===== src/rtl/dcdr_pkg.sv =====
package dcdr_pkg;
  typedef enum logic [1:0] {
    STEP_HOLD = 2'd0,
    STEP_UP   = 2'd1,
    STEP_DN   = 2'd2
  } step_e;
endpackage


===== src/rtl/dcdr_edge_finder.sv =====
module dcdr_edge_finder #(
  parameter int NPH = 8
) (
  input  logic           clk_i,
  input  logic           rst_ni,
  input  logic [NPH-1:0] samp_i,
  output logic [NPH-1:0] edges_o
);
  logic last_q;

  always_ff @(posedge clk_i or negedge rst_ni) begin
    if (!rst_ni) last_q <= 1'b0;
    else         last_q <= samp_i[NPH-1];
  end

  assign edges_o[0] = last_q ^ samp_i[0];

  for (genvar k = 1; k < NPH; k++) begin : g_pair
    assign edges_o[k] = samp_i[k-1] ^ samp_i[k];
  end
endmodule


===== src/rtl/dcdr_vote_window.sv =====
module dcdr_vote_window #(
  parameter int NPH     = 8,
  parameter int WIN_LEN = 16,
  localparam int PW = $clog2(NPH),
  localparam int CW = $clog2(WIN_LEN + 1),
  localparam int WW = $clog2(WIN_LEN),
  localparam int VW = $clog2(NPH * WIN_LEN + 1)
) (
  input  logic          clk_i,
  input  logic          rst_ni,
  input  logic [NPH-1:0] edges_i,
  input  logic [PW-1:0] cur_est_i,
  output logic          win_end_o,
  output logic [PW-1:0] winner_o,
  output logic [VW-1:0] votes_o
);
  logic [WW-1:0] win_q;
  logic [CW-1:0] cnt_q [NPH];
  logic [CW-1:0] sum   [NPH];

  assign win_end_o = (win_q == WW'(WIN_LEN - 1));

  always_ff @(posedge clk_i or negedge rst_ni) begin
    if (!rst_ni)        win_q <= '0;
    else if (win_end_o) win_q <= '0;
    else                win_q <= win_q + 1'b1;
  end

  for (genvar k = 0; k < NPH; k++) begin : g_cnt
    assign sum[k] = cnt_q[k] + CW'(edges_i[k]);

    always_ff @(posedge clk_i or negedge rst_ni) begin
      if (!rst_ni)        cnt_q[k] <= '0;
      else if (win_end_o) cnt_q[k] <= '0;
      else                cnt_q[k] <= sum[k];
    end

    p_cnt_bound_r2: assert property (@(posedge clk_i) disable iff (!rst_ni)
      cnt_q[k] <= CW'(WIN_LEN - 1));
  end

  // strict compare in ascending order keeps the lowest index on ties
  always_comb begin
    logic [CW-1:0] best;
    logic [PW-1:0] idx;
    best = '0;
    idx  = '0;
    votes_o = '0;
    for (int k = 0; k < NPH; k++) begin
      votes_o = votes_o + VW'(sum[k]);
      if (sum[k] > best) begin
        best = sum[k];
        idx  = PW'(k);
      end
    end
    if (sum[cur_est_i] == best) idx = cur_est_i;
    winner_o = idx;
  end

  p_window_single_r2: assert property (@(posedge clk_i) disable iff (!rst_ni)
    win_end_o |=> !win_end_o);
endmodule


===== src/rtl/dcdr_phase_ctrl.sv =====
module dcdr_phase_ctrl
  import dcdr_pkg::*;
#(
  parameter int NPH       = 8,
  parameter int WIN_LEN   = 16,
  parameter int MIN_VOTES = 2,
  parameter int LOCK_WINS = 4,
  localparam int PW   = $clog2(NPH),
  localparam int VW   = $clog2(NPH * WIN_LEN + 1),
  localparam int SW   = $clog2(LOCK_WINS + 1),
  localparam int HALF = NPH / 2
) (
  input  logic          clk_i,
  input  logic          rst_ni,
  input  logic          win_end_i,
  input  logic [PW-1:0] winner_i,
  input  logic [VW-1:0] votes_i,
  output logic [PW-1:0] est_o,
  output logic [PW-1:0] phase_o,
  output logic          lock_o
);
  logic [PW-1:0] est_q, phase_q, tgt, diff, est_d;
  logic [SW-1:0] stab_q;
  logic          lock_q, upd, far;
  step_e         step;

  assign upd = win_end_i && (votes_i >= VW'(MIN_VOTES));

  always_comb begin
    tgt  = winner_i + PW'(HALF);
    diff = tgt - phase_q;
    if (diff == '0)               step = STEP_HOLD;
    else if (diff <= PW'(HALF))   step = STEP_UP;
    else                          step = STEP_DN;
    est_d = winner_i - est_q;
    far   = !(est_d == '0 || est_d == PW'(1) || est_d == PW'(NPH - 1));
  end

  always_ff @(posedge clk_i or negedge rst_ni) begin
    if (!rst_ni) begin
      est_q   <= '0;
      phase_q <= PW'(HALF);
      stab_q  <= '0;
      lock_q  <= 1'b0;
    end else if (upd) begin
      est_q <= winner_i;
      case (step)
        STEP_UP: phase_q <= phase_q + 1'b1;
        STEP_DN: phase_q <= phase_q - 1'b1;
        default: phase_q <= phase_q;
      endcase
      if (far) begin
        lock_q <= 1'b0;
        stab_q <= '0;
      end else if (step != STEP_HOLD) begin
        stab_q <= '0;
      end else begin
        if (stab_q < SW'(LOCK_WINS)) stab_q <= stab_q + 1'b1;
        if (stab_q >= SW'(LOCK_WINS - 1)) lock_q <= 1'b1;
      end
    end
  end

  assign est_o   = est_q;
  assign phase_o = phase_q;
  assign lock_o  = lock_q;

  p_one_step_r4: assert property (@(posedge clk_i) disable iff (!rst_ni)
    1'b1 |=> (phase_q == $past(phase_q)) || (phase_q == $past(phase_q) + PW'(1))
             || (phase_q == $past(phase_q) - PW'(1)));

  p_move_at_window_r4: assert property (@(posedge clk_i) disable iff (!rst_ni)
    !win_end_i |=> $stable(phase_q) && $stable(est_q));

  p_quiet_hold_r5: assert property (@(posedge clk_i) disable iff (!rst_ni)
    (win_end_i && votes_i < VW'(MIN_VOTES)) |=>
      $stable(phase_q) && $stable(est_q) && $stable(lock_q));

  p_lock_at_window_r6: assert property (@(posedge clk_i) disable iff (!rst_ni)
    $rose(lock_q) |-> $past(win_end_i));
endmodule


===== src/rtl/dcdr_core.sv =====
module dcdr_core #(
  parameter int NPH       = 8,
  parameter int WIN_LEN   = 16,
  parameter int MIN_VOTES = 2,
  parameter int LOCK_WINS = 4,
  localparam int PW = $clog2(NPH),
  localparam int VW = $clog2(NPH * WIN_LEN + 1)
) (
  input  logic           clk_i,
  input  logic           rst_ni,
  input  logic [NPH-1:0] samp_i,
  output logic           data_o,
  output logic           valid_o,
  output logic [PW-1:0]  phase_o,
  output logic           lock_o
);
  logic [NPH-1:0] edges;
  logic [PW-1:0]  est, winner, phase;
  logic [VW-1:0]  votes;
  logic           win_end, data_q, valid_q;

  dcdr_edge_finder #(.NPH(NPH)) u_edge (
    .clk_i   (clk_i),
    .rst_ni  (rst_ni),
    .samp_i  (samp_i),
    .edges_o (edges)
  );

  dcdr_vote_window #(.NPH(NPH), .WIN_LEN(WIN_LEN)) u_vote (
    .clk_i     (clk_i),
    .rst_ni    (rst_ni),
    .edges_i   (edges),
    .cur_est_i (est),
    .win_end_o (win_end),
    .winner_o  (winner),
    .votes_o   (votes)
  );

  dcdr_phase_ctrl #(
    .NPH(NPH), .WIN_LEN(WIN_LEN), .MIN_VOTES(MIN_VOTES), .LOCK_WINS(LOCK_WINS)
  ) u_phase (
    .clk_i     (clk_i),
    .rst_ni    (rst_ni),
    .win_end_i (win_end),
    .winner_i  (winner),
    .votes_i   (votes),
    .est_o     (est),
    .phase_o   (phase),
    .lock_o    (lock_o)
  );

  always_ff @(posedge clk_i or negedge rst_ni) begin
    if (!rst_ni) begin
      data_q  <= 1'b0;
      valid_q <= 1'b0;
    end else begin
      data_q  <= samp_i[phase];
      valid_q <= 1'b1;
    end
  end

  assign data_o  = data_q;
  assign valid_o = valid_q;
  assign phase_o = phase;

  p_valid_after_reset_r8: assert property (@(posedge clk_i) disable iff (!rst_ni)
    1'b1 |=> valid_q);

  p_data_from_phase_r8: assert property (@(posedge clk_i) disable iff (!rst_ni)
    1'b1 |=> data_q == $past(samp_i[phase]));
endmodule


===== config.mk =====
export PLATFORM = sky130hd
export DESIGN_NAME = dcdr_core
export DESIGN_NICKNAME = d
export VERILOG_FILES = /design/src/rtl/dcdr_pkg.sv /design/src/rtl/dcdr_edge_finder.sv /design/src/rtl/dcdr_vote_window.sv /design/src/rtl/dcdr_phase_ctrl.sv /design/src/rtl/dcdr_core.sv
export SDC_FILE = /design/constraint.sdc
export NUM_CORES = 1
export LEC_CHECK = 0
export ABC_CLOCK_PERIOD_IN_PS = 24400
export CORE_ASPECT_RATIO = 1.1
export CORE_MARGIN = 5
export CORE_UTILIZATION = 32
export DETAILED_ROUTE_END_ITERATION = 8
export GPL_TIMING_DRIVEN = 0
export PLACE_DENSITY_LB_ADDON = 0.08
export SLEW_MARGIN = 20
export SYNTH_ARGS = -nofsm -noshare
export SYNTH_HDL_FRONTEND = slang
export SYNTH_SLANG_ARGS = --single-unit
export TNS_END_PERCENT = 10

===== constraint.sdc =====
create_clock -name clk_i -period 24.4 [get_ports clk_i]
set_input_delay 4.88 -clock clk_i [delete_from_list [all_inputs] [get_ports clk_i]]
set_output_delay 4.88 -clock clk_i [all_outputs]
set_load 0.05 [all_outputs]

==> key figures <==
Timing
  • Final setup skew: 0.00859 ns
  • Achievable clock frequency: 0.0452 GHz
  • Total negative setup slack: 0 ns
  • Final Critical Period: 22.13 ns
  • Number of setup violations in the final report: 0
  • Number of pins with negative max-slew slack in the final report: 0
  • Max-slew headroom: 49.7%
  • Unrepaired setup endpoints after global routing: false
  • Tightest Pin Transition: 0.752 ns
  • Final hold vios: 0
  • Share of the cycle needed by the critical path after routing: 90.7%
  • Final-layout worst hold slack: 0.504 ns

Synth
  • Total number of yosys warnings: 0
  • Number of unique standard cell types used by synthesis: 71
  • Top FF cell, synth: sky130_fd_sc_hd__dfrtp_1
  • Number of standard cells after synthesis: 640
  • Sequential element share of the synthesized area: 24.1%
  • Number of flops mapped to enable cells by yosys: 0
  • Count of state elements after synthesis: 57
  • Post-Synthesis Cell Area: 5920 sq um
  • Post-synthesis net count: 751
  • Async set or reset register ratio after synthesis: 100%
  • Post-synthesis area per instance: 9.25 sq um

Detailed routing
  • Met3 wire length: 619 um
  • Number of DRC markers after the initial detailed-route iteration: 260
  • Number of vias in the routed layout: 4,773
  • Wire length on met1: 8000 um
  • Metal2 WL: 8750 um
  • Overall routed net length: 17,600 um
  • Mean routed wirelength per cell: 19.3 um
  • Number of nets with antenna violations after detailed routing: 0
  • TritonRoute pass-1 iters: 5
  • Vias per cell: 5.22
  • Top layer in use: met4
  • DRC violations left: 0

GRT
  • Total gr overflow: 0
  • Via count of the first global-routing pass: 4,871
  • Global-route wire length before repair: 28,000 um
  • Pin count of the biggest net entering global routing: 49
  • Antenna violations before repair: 0
  • Global-route total usage across every layer: 16.9%

Critical path
  • Most Frequent Cell on Critical Path: sky130_fd_sc_hd__ha_1
  • Critical path arrival: 22.37 ns
  • Crit-path slowest cell: sky130_fd_sc_hd__xnor2_1
  • Element type at the critical path end: flop
  • Critical Setup Path Class: input port to flop
  • WP buf/inv: 5
  • Cells on worst reg2reg path: 65
  • Instance count on the critical path: 66
  • Crit Path Max Fanout: 10
  • Family with the most delay on the worst path: compound AO/OA/AOI/OAI gates
  • Required arrival time at the worst endpoint: 24.65 ns
  • Kind of launch point of the worst setup path: input port
  • Delay of the slowest critical-path stage: 0.57 ns

CTS
  • TritonCTS clock tree: yes
  • Hold-fix buffers, CTS: 0
  • Clock input transition at the sequential cells of the worst setup and hold paths: 0.06 ns
  • Number of sinks on the clock net: 57
  • Clk Latency, worst-skew pair: 0.33 ns
  • CTS Root Cell: sky130_fd_sc_hd__clkbuf_16
  • Maximum clock insertion buffer count: 2
  • CTS H-tree depth: 3
  • Num CTS Buffers: 9
  • Post-CTS Setup Inserts: 0
  • Count of cells resized by post-cts repair: 0

Final layout
  • N_diodes: 0
  • Area growth from synthesis to layout: 12.9%
  • Leading cell types in the layout, fill and taps excluded: 76 x sky130_fd_sc_hd__inv_1, 75 x sky130_fd_sc_hd__ha_1, 67 x sky130_fd_sc_hd__nor2_1
  • Fin nets: 778
  • Post-route standard cell area excluding fillers: 6680 sq um
  • Non-Filler Instances: 915
  • Share of layout cells above drive strength 1: 9.38%
  • Most common cell after layout, fill and taps aside: sky130_fd_sc_hd__inv_1

Placement
  • Standard cell area after detailed placement: 6400 sq um
  • Number of placed instances with taps included: 899
  • Number of buffers inserted by port buffering: 15
  • Dpl hpwl: 14,200 um
  • Gp weighted congestion: 0.862

Floorplan
  • Core Rows: 52
  • Die height: 153 um
  • Die X: 140 um
  • Effective utilization at floorplan: 32.4%
  • Boundary Pins: 16
  • Placeable Area: 18,300 sq um
  • Floorplan die area: 21,300 sq um

Hold path
  • Tightest Hold Check Type: flop to flop
  • Hold Path Cell Cnt: 1

Run status
  • Outcome: finished, final reports clean

Job
  • Max capacitance violation total: 0
## worst register-to-register path, delay by kind of cell (launching register included)
kind | cells | cell delay, ns
fa+ha+maj | 12 | 3.58
xor+xnor | 6 | 1.77
flops | 1 | 0.41
buf+inv | 4 | 0.67
mux | 3 | 1.03
compound gates | 24 | 6.16
simple gates | 16 | 3.69
## through the flow
step	util, %	setup slack (ns)
5_1_grt	36.6	0.987
4_1_cts	36.6	2.45
6_report	36.6	2.27
2_1_floorplan	-	5.31
3_5_place_dp	35.0	2.21
3_3_place_gp	34.9	2.24
## sequential cells by signal, indices dropped and copies added, names as in the netlist
register	cells
data_o	1
u_edge.last_q	1
u_phase.est_o	3
u_phase.lock_o	1
u_phase.phase_o	3
u_phase.stab_q	3
u_vote.cnt_q	40
u_vote.win_q	4
valid_o	1
## routing by layer
layer / vias to the layer above / GRT usage (%)
li1: 2287 / -
met1: 2367 / 22.9
met2: 102 / 28.7
met3: 17 / 2.29
met4: 0 / 3.97
met5: - / 0
## synth_stat cells (5+ instances only)
library cell	count	share of area [%]
sky130_fd_sc_hd__o21ai_1	5	0.42
sky130_fd_sc_hd__nor3_1	9	0.76
sky130_fd_sc_hd__a21oi_1	27	2.3
sky130_fd_sc_hd__o21ai_0	21	1.8
sky130_fd_sc_hd__nand2b_1	5	0.53
sky130_fd_sc_hd__and3_1	6	0.63
sky130_fd_sc_hd__xnor2_1	20	3.0
sky130_fd_sc_hd__nor2b_1	7	0.74
sky130_fd_sc_hd__nor2_1	67	4.2
sky130_fd_sc_hd__inv_1	76	4.8
sky130_fd_sc_hd__dfrtp_1	56	24
sky130_fd_sc_hd__ha_1	75	16
sky130_fd_sc_hd__a31oi_1	6	0.63
sky130_fd_sc_hd__nand2_1	31	2.0
sky130_fd_sc_hd__fa_1	26	8.8
sky130_fd_sc_hd__nand3_1	41	3.5
sky130_fd_sc_hd__mux2_2	5	0.95
sky130_fd_sc_hd__and2_1	8	0.85
sky130_fd_sc_hd__clkbuf_1	9	0.57
sky130_fd_sc_hd__mux2i_1	9	1.5
sky130_fd_sc_hd__xor2_1	31	4.6
sky130_fd_sc_hd__mux4_2	12	4.6
sky130_fd_sc_hd__a21o_1	9	1.1
## final timing paths
kind | to | slack (ns) | from
setup / recovery | u_phase.phase_o[2] | 2.27 | samp_i[0]
hold / removal | u_vote.win_q[0] | 0.50 | u_vote.win_q[0]
setup reg to reg | u_phase.phase_o[2] | 6.99 | u_edge.last_q
hold reg to reg | u_vote.win_q[0] | 0.50 | u_vote.win_q[0]
max in group asynchronous | u_phase.phase_o[2] | 19.47 | rst_ni
min in group asynchronous | u_vote.cnt_q[29] | 4.39 | rst_ni
## area by class of cell
type,count,area [sq um]
Fill cell,1876,11600
Sequential cell,57,1430
Timing Repair Buffer,16,175
Inverter,78,293
Buffer,12,55.1
Tap cell,243,304
Clock buffer,11,253
Multi-Input combinational cell,493,4150
Clock inverter,5,30.0
## cells by family (layout without fill, tap and decap cells)
family          Yosys count  after routing  share of synthesized area (%)
simple gates            197            197                           16.1
compound gates          115            115                           14.0
fa+ha+maj               101            101                           24.6
buf+inv                  90            122                           5.87
flops                    57             57                           24.1
xor+xnor                 51             51                           7.54
mux                      28             28                           7.67
other cells               1              1                         0.0633
Power is left out: the tool's default activity adds up to more than one toggle a clock period on the data nets, which glitch-free logic cannot reach.
